`config.mk`:
```
export PLATFORM = sky130hd
export DESIGN_NAME = pwm3h_mod
export DESIGN_NICKNAME = d
export VERILOG_FILES = /design/src/rtl/pwm3h_pkg.sv /design/src/rtl/pwm3h_carrier.sv /design/src/rtl/pwm3h_phase.sv /design/src/rtl/pwm3h_sine.sv /design/src/rtl/pwm3h_ref.sv /design/src/rtl/pwm3h_mod.sv
export SDC_FILE = /design/constraint.sdc
export NUM_CORES = 2
export LEC_CHECK = 0
export ABC_AREA = 1
export BUFFER_PORTS_ARGS = -buffer_cell sky130_fd_sc_hd__clkbuf_2
export CORE_UTILIZATION = 40
export CTS_BUF_LIST = sky130_fd_sc_hd__clkbuf_8
export DETAILED_ROUTE_END_ITERATION = 12
export HOLD_SLACK_MARGIN = 0.15
export PLACE_DENSITY = 0.52
export SYNTH_ARGS = -nofsm -noshare
export SYNTH_HDL_FRONTEND = slang
export SYNTH_SLANG_ARGS = --single-unit
```
`constraint.sdc`:
```
create_clock -name clk_i -period 2.39 [get_ports clk_i]
set_input_delay 0.3585 -clock clk_i [delete_from_list [all_inputs] [get_ports clk_i]]
set_output_delay 0.3585 -clock clk_i [all_outputs]
set_load 0.01 [all_outputs]
```
`src/rtl/pwm3h_pkg.sv`:
```
package pwm3h_pkg;

  // three-phase bridge
  localparam int NPH = 3;

  typedef enum logic {
    DIR_DOWN = 1'b0,
    DIR_UP   = 1'b1
  } dir_e;

endpackage

```
`src/rtl/pwm3h_carrier.sv`:
```
module pwm3h_carrier
  import pwm3h_pkg::*;
#(
  parameter int CW = 10
) (
  input  logic          clk_i,
  input  logic          rst_ni,
  input  logic [CW-1:0] period_i,
  output logic [CW-1:0] cnt_o,
  output logic          zero_o
);

  logic [CW-1:0] cnt_q, cnt_d;
  dir_e          dir_q, dir_d;

  // next state of the up/down triangle
  always_comb begin
    cnt_d = cnt_q;
    dir_d = dir_q;
    if (dir_q == DIR_UP) begin
      if (cnt_q >= period_i) begin
        dir_d = DIR_DOWN;
        cnt_d = (cnt_q == '0) ? '0 : cnt_q - CW'(1);
      end else begin
        cnt_d = cnt_q + CW'(1);
      end
    end else begin
      if (cnt_q == '0) begin
        dir_d = DIR_UP;
        cnt_d = (period_i != '0) ? CW'(1) : '0;
      end else begin
        cnt_d = cnt_q - CW'(1);
      end
    end
  end

  always_ff @(posedge clk_i or negedge rst_ni) begin
    if (!rst_ni) begin
      cnt_q <= '0;
      dir_q <= DIR_UP;
    end else begin
      cnt_q <= cnt_d;
      dir_q <= dir_d;
    end
  end

  assign cnt_o  = cnt_q;
  assign zero_o = (cnt_q == '0);

endmodule

```
`src/rtl/pwm3h_phase.sv`:
```
module pwm3h_phase
  import pwm3h_pkg::*;
#(
  parameter int PW = 16
) (
  input  logic                    clk_i,
  input  logic                    rst_ni,
  input  logic                    adv_i,
  input  logic [PW-1:0]           step_i,
  output logic [PW-1:0]           acc_o,
  output logic [NPH-1:0][PW-1:0]  fund_o,
  output logic [NPH-1:0][PW-1:0]  harm_o
);

  logic [PW-1:0] acc_q, acc_d;

  // accumulator with explicit advance enable
  always_comb begin
    acc_d = acc_q;
    if (adv_i) acc_d = acc_q + step_i;
  end

  always_ff @(posedge clk_i or negedge rst_ni) begin
    if (!rst_ni) acc_q <= '0;
    else         acc_q <= acc_d;
  end

  assign acc_o = acc_q;

  // per-phase angle: one third of a turn apart, harmonic at triple angle
  for (genvar k = 0; k < NPH; k++) begin : g_ph
    localparam longint OFFL = (longint'(k) * (longint'(1) << PW) + 1) / 3;
    localparam logic [PW-1:0] OFF = PW'(OFFL);
    logic [PW-1:0] ang;
    assign ang       = acc_q + OFF;
    assign fund_o[k] = ang;
    assign harm_o[k] = ang * PW'(3);
  end

endmodule

```
`src/rtl/pwm3h_sine.sv`:
```
module pwm3h_sine #(
  parameter int PW = 16,
  parameter int QA = 6,
  parameter int SW = 12
) (
  input  logic [PW-1:0]        ang_i,
  output logic signed [SW-1:0] samp_o
);

  localparam int QN   = 2 ** QA;
  localparam int SMAX = 2 ** (SW - 1) - 1;
  localparam int LSB  = PW - QA - 2;

  // quarter-wave magnitude at half-step offsets, computed at elaboration
  function automatic int quarter_val(int k);
    real arg;
    arg = 6.283185307179586 * (real'(k) + 0.5) / real'(4 * QN);
    return $rtoi(real'(SMAX) * $sin(arg) + 0.5);
  endfunction

  logic [SW-2:0] qtab [QN];

  for (genvar g = 0; g < QN; g++) begin : g_tab
    localparam int QV = quarter_val(g);
    assign qtab[g] = QV[SW-2:0];
  end

  logic [1:0]    quad;
  logic [QA-1:0] addr;
  logic [SW-2:0] mag;
  logic          unused_lsb;

  assign quad       = ang_i[PW-1 -: 2];
  assign addr       = quad[0] ? ~ang_i[PW-3 -: QA] : ang_i[PW-3 -: QA];
  assign mag        = qtab[addr];
  assign unused_lsb = ^ang_i[LSB > 0 ? LSB-1 : 0];

  always_comb begin
    if (quad[1]) samp_o = -$signed({1'b0, mag});
    else         samp_o =  $signed({1'b0, mag});
  end

endmodule

```
`src/rtl/pwm3h_ref.sv`:
```
module pwm3h_ref #(
  parameter int CW      = 10,
  parameter int SW      = 12,
  parameter int MW      = 8,
  parameter int H_NUM   = 5,
  parameter int H_SHIFT = 5
) (
  input  logic                 clk_i,
  input  logic                 rst_ni,
  input  logic signed [SW-1:0] fund_i,
  input  logic signed [SW-1:0] harm_i,
  input  logic                 inj_i,
  input  logic [MW-1:0]        depth_i,
  input  logic [CW-1:0]        period_i,
  output logic [CW-1:0]        ref_o
);

  localparam int SUMW = SW + 1;
  localparam int MULW = SUMW + MW + 1;
  localparam int PRW  = MULW + CW + 1;
  localparam int SHR  = SW + MW - 1;
  localparam logic signed [PRW-1:0] HN_X = PRW'(H_NUM);

  logic signed [PRW-1:0] f_x, h3_x, h_x, sum_x, dep_x, per_x;
  logic signed [PRW-1:0] prod_x, off_x, mid_x, lvl_x;
  logic [CW-1:0]         ref_q, ref_d;

  assign f_x   = {{(PRW-SW){fund_i[SW-1]}}, fund_i};
  assign h3_x  = {{(PRW-SW){harm_i[SW-1]}}, harm_i};
  assign dep_x = {{(PRW-MW){1'b0}}, depth_i};
  assign per_x = {{(PRW-CW){1'b0}}, period_i};

  // weighted harmonic, summed, scaled by depth and period
  assign h_x    = (h3_x * HN_X) >>> H_SHIFT;
  assign sum_x  = inj_i ? (f_x + h_x) : f_x;
  assign prod_x = sum_x * dep_x * per_x;
  assign off_x  = prod_x >>> SHR;
  assign mid_x  = per_x >>> 1;
  assign lvl_x  = mid_x + off_x;

  // clamp to the carrier range
  always_comb begin
    if (lvl_x < 0)          ref_d = '0;
    else if (lvl_x > per_x) ref_d = period_i;
    else                    ref_d = lvl_x[CW-1:0];
  end

  always_ff @(posedge clk_i or negedge rst_ni) begin
    if (!rst_ni) ref_q <= '0;
    else         ref_q <= ref_d;
  end

  assign ref_o = ref_q;

endmodule

```
`src/rtl/pwm3h_mod.sv`:
```
module pwm3h_mod
  import pwm3h_pkg::*;
#(
  parameter int CW      = 10,
  parameter int PW      = 16,
  parameter int QA      = 6,
  parameter int SW      = 12,
  parameter int MW      = 8,
  parameter int H_NUM   = 5,
  parameter int H_SHIFT = 5
) (
  input  logic           clk_i,
  input  logic           rst_ni,
  input  logic [CW-1:0]  period_i,
  input  logic [PW-1:0]  step_i,
  input  logic [MW-1:0]  depth_i,
  input  logic           inj_en_i,
  output logic [NPH-1:0] pwm_o
);

  // reset release synchronizer
  logic [1:0] rst_sync_q;
  logic       rst_int_n;

  always_ff @(posedge clk_i or negedge rst_ni) begin
    if (!rst_ni) rst_sync_q <= '0;
    else         rst_sync_q <= {rst_sync_q[0], 1'b1};
  end

  assign rst_int_n = rst_sync_q[1];

  logic [CW-1:0]           car_cnt;
  logic                    car_zero;
  logic [PW-1:0]           ph_acc;
  logic [NPH-1:0][PW-1:0]  ang_f, ang_h;
  logic [NPH-1:0][CW-1:0]  ref_q;
  logic [NPH-1:0]          pwm_d, pwm_q;

  pwm3h_carrier #(.CW(CW)) u_carrier (
    .clk_i    (clk_i),
    .rst_ni   (rst_int_n),
    .period_i (period_i),
    .cnt_o    (car_cnt),
    .zero_o   (car_zero)
  );

  pwm3h_phase #(.PW(PW)) u_phase (
    .clk_i  (clk_i),
    .rst_ni (rst_int_n),
    .adv_i  (car_zero),
    .step_i (step_i),
    .acc_o  (ph_acc),
    .fund_o (ang_f),
    .harm_o (ang_h)
  );

  for (genvar k = 0; k < NPH; k++) begin : g_leg
    logic signed [SW-1:0] s_f, s_h;

    pwm3h_sine #(.PW(PW), .QA(QA), .SW(SW)) u_sin_f (
      .ang_i  (ang_f[k]),
      .samp_o (s_f)
    );

    pwm3h_sine #(.PW(PW), .QA(QA), .SW(SW)) u_sin_h (
      .ang_i  (ang_h[k]),
      .samp_o (s_h)
    );

    pwm3h_ref #(
      .CW(CW), .SW(SW), .MW(MW), .H_NUM(H_NUM), .H_SHIFT(H_SHIFT)
    ) u_ref (
      .clk_i    (clk_i),
      .rst_ni   (rst_int_n),
      .fund_i   (s_f),
      .harm_i   (s_h),
      .inj_i    (inj_en_i),
      .depth_i  (depth_i),
      .period_i (period_i),
      .ref_o    (ref_q[k])
    );

    assign pwm_d[k] = (ref_q[k] > car_cnt);
  end

  always_ff @(posedge clk_i or negedge rst_int_n) begin
    if (!rst_int_n) pwm_q <= '0;
    else            pwm_q <= pwm_d;
  end

  assign pwm_o = pwm_q;

endmodule

```
# == Word-level counts from Yosys, hierarchy flattened ==
# Memories as Yosys holds them, arrays and structs flattened.
# Index checks and enable logic that the tools add are counted.
# op_classes
reduce_logical,2
magnitude_cmp,16
n_mux,41
n_addsub,17
bitwise_logic,12
multipliers,12
# op_table
operator,n
$mux 11,12
$mux 10,10
$gt 33x11->1,3
$lt 33x1->1 const B,3
$mul 33x11->33,3
$mul 33x9->33,3
$mux 33,3
$mux 12,6
$neg 11->12,6
$mul 12x4->16 const B,3
$mul 16x2->16 const B,3
$add 10x14->15,3
$ge 7x7->1 const B,6
$not 6->7,6
$add 12x11->13,3
$mux 6,6
$not 6->6,6
$gt 10x10->1,3
$add 16x15->16 const B,1
$add 16x16->16,1
$add 16x16->16 const B,1
$add 10x1->10 const B,1
$ge 10x10->1,1
$logic_not 10->1,1
other kinds (3),6
# word_totals
word_cells,114
out_inout_bits,3
mem_count,6
inputBits,37
ff_bits,62
romBits,4224
# mem_list
name,words,width,rd,rd_clocked_by_memory_dff,wr,line_no,source
(name not given),64,11,1,0,0,pwm3h_sine.sv:35,assign mag = qtab[addr];
(name not given),64,11,1,0,0,pwm3h_sine.sv:35,
(name not given),64,11,1,0,0,pwm3h_sine.sv:35,
(name not given),64,11,1,0,0,pwm3h_sine.sv:35,
(name not given),64,11,1,0,0,pwm3h_sine.sv:35,
(name not given),64,11,1,0,0,pwm3h_sine.sv:35,

# == Longest topological paths before layout ==
# depth
word_depth,19
mapped_depth,125

# == Cells and area by module ==
# A second synthesis with hierarchy kept.
# hier_totals
cells_unflattened,8696
area_unflattened_um2,60080.1
# modules_own_cells
module,instances,area_per_inst_um2,cells_each
pwm3h_ref at g_leg[2].u_ref,1,15115.7,2060
pwm3h_ref at g_leg[1].u_ref,1,14911.8,2046
pwm3h_ref at g_leg[0].u_ref,1,14831.7,2005
pwm3h_sine at g_leg[0].u_sin_h ...,5,1343.8,242
pwm3h_phase,1,5117.4,803
pwm3h_sine at g_leg[0].u_sin_f,1,1229.9,254
pwm3h_carrier,1,1172.4,171
pwm3h_mod,1,982.2,147

# == Least setup slack after synthesis ==
# OpenSTA, ideal clock, no wires.
# synth_timing
path_type,flip-flop to flip-flop
from,register u_phase.acc_q[8] (netlist: u_phase.acc_o[8])
to,register g_leg[1].u_ref.ref_q[5]
path_slack_ns,-15.905
t_arrival_ns,18.223
synth_period_minus_slack_ns,18.295
required_time_ns,2.318
path_stages_with_launch,113
path_cell_list,dfrtp_1 -> buf_4 -> inv_1 -> ha_1 -> nand2_1 -> inv_1 -> nand2_1 -> nand3_2 -> a21oi_1 -> xor2_1 -> ha_1 -> nand2_1 -> nand2_2 -> nor2_8 -> nand4_4 -> nand2_8 -> nand2_1 -> nand2_2 -> (+77 left out) -> o21bai_1 -> a21oi_1 -> inv_1 -> a21oi_1 -> nand3b_2 -> nand2_1 -> inv_1 -> ha_1 -> nand3_1 -> nor4_1 -> nor2_1 -> nor2_1 -> nand3_1 -> nor2_4 -> nand2_2 -> nand2_1 -> nand2_1 -> nor2_1
# synth_between
elab_chain_len,19
# synth_rtl
item,line_no,source
start: declaration,pwm3h_phase.sv:15,"logic [PW-1:0] acc_q, acc_d;"
start signal: assignment,pwm3h_phase.sv:24,if (!rst_ni) acc_q <= '0;
start signal: assignment,pwm3h_phase.sv:25,else acc_q <= acc_d;
$add 16x15->16 *,pwm3h_phase.sv:35,assign ang = acc_q + OFF;
$mul 16x2->16,pwm3h_phase.sv:37,assign harm_o[k] = ang * PW'(3);
$not 6->6,pwm3h_sine.sv:34,assign addr = quad[0] ? ~ang_i[PW-3 -: QA] : ang_i[PW-3 -: QA];
$mux 6,pwm3h_sine.sv:34,
$not 6->7 (implied by the code),pwm3h_sine.sv:35,
$mem_v2 64x11,n/a,
$mux 11 (implied by the code) (2 in a row),pwm3h_sine.sv:35,
$neg 11->12,pwm3h_sine.sv:39,"if (quad[1]) samp_o = -$signed({1'b0, mag});"
(+3 left out),n/a,
$mux 33 *,pwm3h_ref.sv:35,assign sum_x = inj_i ? (f_x + h_x) : f_x;
$mul 33x9->33 *,pwm3h_ref.sv:36,assign prod_x = sum_x * dep_x * per_x;
$mul 33x11->33 *,pwm3h_ref.sv:36,
$add 10x14->15 *,pwm3h_ref.sv:39,assign lvl_x = mid_x + off_x;
$gt 33x11->1,pwm3h_ref.sv:44,else if (lvl_x > per_x) ref_d = period_i;
$mux 10,pwm3h_ref.sv:44,
$mux 10 *,pwm3h_ref.sv:43,if (lvl_x < 0) ref_d = '0;
via g_leg[1].u_ref.ref_d[5],pwm3h_ref.sv:26,"logic [CW-1:0] ref_q, ref_d;"
end signal: assignment,pwm3h_ref.sv:50,else ref_q <= ref_d;
end: declaration,pwm3h_ref.sv:26,
# The timed path passes the listed nets; every way through them passes the cells marked *. The select of a mux whose other input is x is not followed.
# A chain may end at the register's enable or synchronous reset.

# == Final worst setup path ==
# layout_timing
from,register u_phase.acc_q[2] (netlist: u_phase.acc_o[2])
to,register g_leg[1].u_ref.ref_q[2]
# The elaborated chain is that of the path after synthesis.

==> impl_metrics.py <==
metrics = {
    "setup_path": {
        "worstSetupPathType": "flip-flop to flip-flop",
        "r2r_start": "u_phase.acc_o[2]",
        "arrival_ps": 18730,
        "reg2reg_to": "g_leg[1].u_ref.ref_o[2]",
        "reg2reg_depth": 110,
        "critical_path.max_fanout": 7,
        "cp_slowest_cell": "fa_1",
        "worstSetupStartpointType": "flip-flop",
        "ff2ff_setup_slack_ps": -16000,
        "crit_required_ps": 2740,
        "slowest_delay_ps": 590,
        "critPathCaptureType": "flip-flop",
    },
    "floorplanning": {
        "fp.dieW_um": 382.4,
        "dieHeight_um": 382.4,
        "initial_utilization_pct": 40.29,
        "coreArea_um2": 143700,
        "fp-row-count": 139,
        "ioPinCount": 40,
        "die_area_um2": 146200,
    },
    "routing": {
        "viasPerCell": 4.907,
        "drt-total-wl_um": 194300,
        "drt_first_pass_iters": 5,
        "drtIter0Drc": 3553,
        "drc_errors": 0,
        "routedWlPerCell_um": 15.93,
        "drt.antenna.violating_nets": 0,
        "via_count": 59850,
    },
    "sta": {
        "fin_skew_ps": 29.54,
        "rsz0062_at_grt": "true",
        "fmax_mhz": 54.39,
        "hold_violations": 0,
        "slew_headroom_pct": 55.44,
        "min_period_ps": 18390,
        "fin_crit_sh_pct": 769.3,
        "slew_viol_final": 0,
        "tightestPinTransition_ps": 658.0,
        "fin_hold_ws_ps": 221.3,
        "layout_setup_ws_ps": -16000,
        "final-setup-viol-count": 49,
    },
    "status": {
        "violations": "negative setup slack",
        "outcome": "finished with violations",
    },
    "synthesis": {
        "synth_area_leader_cell": "fa_1",
        "synth.top_cells.by_count": "1937 x nand2_1, 1694 x inv_1, 883 x fa_1",
        "synth_flop_cell": "dfrtp_1",
        "async_flop_share_pct": 100.0,
        "synth_area_leaders": "fa_1 31%, ha_1 14%, nand2_1 13%",
        "synth_warnings": 0,
        "synth_cell_types": 88,
        "synth_area_um2": 57870,
        "seq_area_frac_synth_pct": 2.683,
        "synth_edf_count": 0,
        "synth_top_cell_area_share_pct": 30.54,
        "syn_inst": 8284,
        "syn_area_per_cell_um2": 6.986,
        "synth.most_common_cell": "nand2_1",
        "syn-num-nets": 9864,
        "ys_ff_latch": 62,
    },
    "global_routing": {
        "grtUsageTotal_pct": 26.90,
        "grt_pass1_vias": 62340,
        "overflow": 0,
        "grt_start_max_net_pins": 61,
        "grt_pass1_wl_um": 318800,
        "antenna_found_initial": 6,
    },
    "clocking": {
        "cts_sinks": 62,
        "cts_inserted_buffers": 9,
        "root_buffer": "clkbuf_8",
        "clkSlewWorstSetupHoldPaths_ps": 100,
        "clk-insertion-delay-late_ps": 450,
        "cts_buffer_depth": 2,
        "cts_tree": "done",
        "h-tree-depth": 3,
    },
    "flow_run": {
        "drv_cap": 0,
    },
    "cells_and_area": {
        "multi_input_area_um2": 53400,
        "fin_nets": 11870,
        "syn_to_final_growth_pct": 41.13,
        "drive_above_1_share_pct": 31.69,
        "layout.cells.non_filler": 12200,
        "seq_area_um2": 1564,
        "num-fill-cells": 13850,
    },
    "placement": {
        "port-buffer-count": 39,
        "gp_congestion": 0.9238,
        "dpl.hpwl_um": 165300,
        "dp.cells": 11920,
    },
    "worst_hold_path": {
        "hp-class": "input port to async pin",
    },
}
-- registers in the layout (all words and copies together) (netlist names) --
signal,flops
g_leg.u_ref.ref_o,30
u_phase.acc_o,16
u_carrier.cnt_o,10
pwm_o,3
rst_sync_q,2
u_carrier.dir_q,1
-- timing repair --
| action | 4_1_cts | 5_1_grt |
|---|---|---|
| endpoints found under the hold margin | 2 | 0 |
| pin swaps | 338 | 304 |
| buffers inserted | 186 | 62 |
| endpoints found under the setup margin | 48 | 55 |
| hold buffers | 1 | 0 |
| cloned | 6 | 0 |
| gates resized for setup | 493 | 338 |
-- logic make-up (layout without fill, tap and decap cells) --
family	after synthesis	after routing	synth area share, %
other	1	4	0.006480
AOI/OAI and AO/OA	955	955	9.634
and+or+nand+nor	3495	3498	25.52
adders and majority gates	1543	1543	44.81
xor gates and xnor gates	256	256	4.088
buffers and inverters	1972	3975	13.25
DFF	62	62	2.683
-- metrics by stage --
stage | area, um2 | setup WS (ps) | TNS, ps | util (%)
after global routing | 81680 | -16980 | -507760 | 56.86
after detailed placement | 75670 | -16520 | -497820 | 52.67
after floorplan | 59330 | -14650 | -444950 | -
after global placement | 75670 | -16470 | -492720 | 52.67
final | 81680 | -16000 | -475040 | 56.86
after CTS | 79750 | -15660 | -467290 | 55.52
-- worst max path at each step --
| stage | start | to | slack, ps |
|---|---|---|---|
| 2_1_floorplan | u_phase.acc_o[10] | g_leg[1].u_ref.ref_o[0] | -14650 |
| 3_3_place_gp | u_phase.acc_o[5] | g_leg[2].u_ref.ref_o[3] | -16470 |
| 3_5_place_dp | u_phase.acc_o[5] | g_leg[2].u_ref.ref_o[2] | -16520 |
| 4_1_cts | u_phase.acc_o[2] | g_leg[2].u_ref.ref_o[7] | -15660 |
| 5_1_grt | u_phase.acc_o[2] | g_leg[1].u_ref.ref_o[6] | -16980 |
| 6_report | u_phase.acc_o[2] | g_leg[1].u_ref.ref_o[2] | -16000 |
-- cell usage in the layout (no fill, tap or decap), types with 60 or more instances in the layout --
| cell | synthesis | routed |
|---|---|---|
| buf_4 | 16 | 2072 |
| ha_4 | 0 | 122 |
| o21ai_0 | 273 | 195 |
| nand2_2 | 97 | 214 |
| fa_1 | 883 | 863 |
| o21ai_1 | 39 | 76 |
| nand4_1 | 75 | 75 |
| nand3_1 | 357 | 313 |
| nand2_4 | 17 | 60 |
| a21oi_1 | 360 | 253 |
| a21oi_2 | 7 | 90 |
| ha_1 | 660 | 520 |
| nor2_1 | 834 | 769 |
| nand2_1 | 1937 | 1771 |
| inv_1 | 1694 | 1623 |
| xor2_1 | 181 | 139 |
| inv_2 | 43 | 97 |
-- metal layers --
layer / vias up / share of wire (%) / global-route usage [%]
met2: 1212 / 47 / 45.17
met4: 0 / 2.3 / 6.067
met3: 218 / 4.1 / 2.190
met1: 28920 / 47 / 37.48
met5: - / 0 / 0
li1: 29500 / - / -
-- area by class of cell --
type / instances / share of cell area (%)
Timing Repair Buffer: 2213 / 21.43
Antenna cell: 3 / 0.009191
Sequential cell: 62 / 1.915
Multi-Input combinational cell: 6253 / 65.38
Tap cell: 1903 / 2.915
Clock buffer: 10 / 0.1685
Clock inverter: 6 / 0.05515
Inverter: 1746 / 8.125
-- critical path, delay by kind of cell, from the launching register on --
kind,cells,cell delay [ps]
AND/OR/NAND/NOR,39,3960
AO/OA/AOI/OAI,23,3580
adder cells (fa/ha/maj),19,7080
buffers and inverters,23,2030
XOR/XNOR,6,1180
flip-flops,1,430
Power is not shown: default switching activity piles up to over one toggle a cycle in this logic, so the estimate is an artifact.
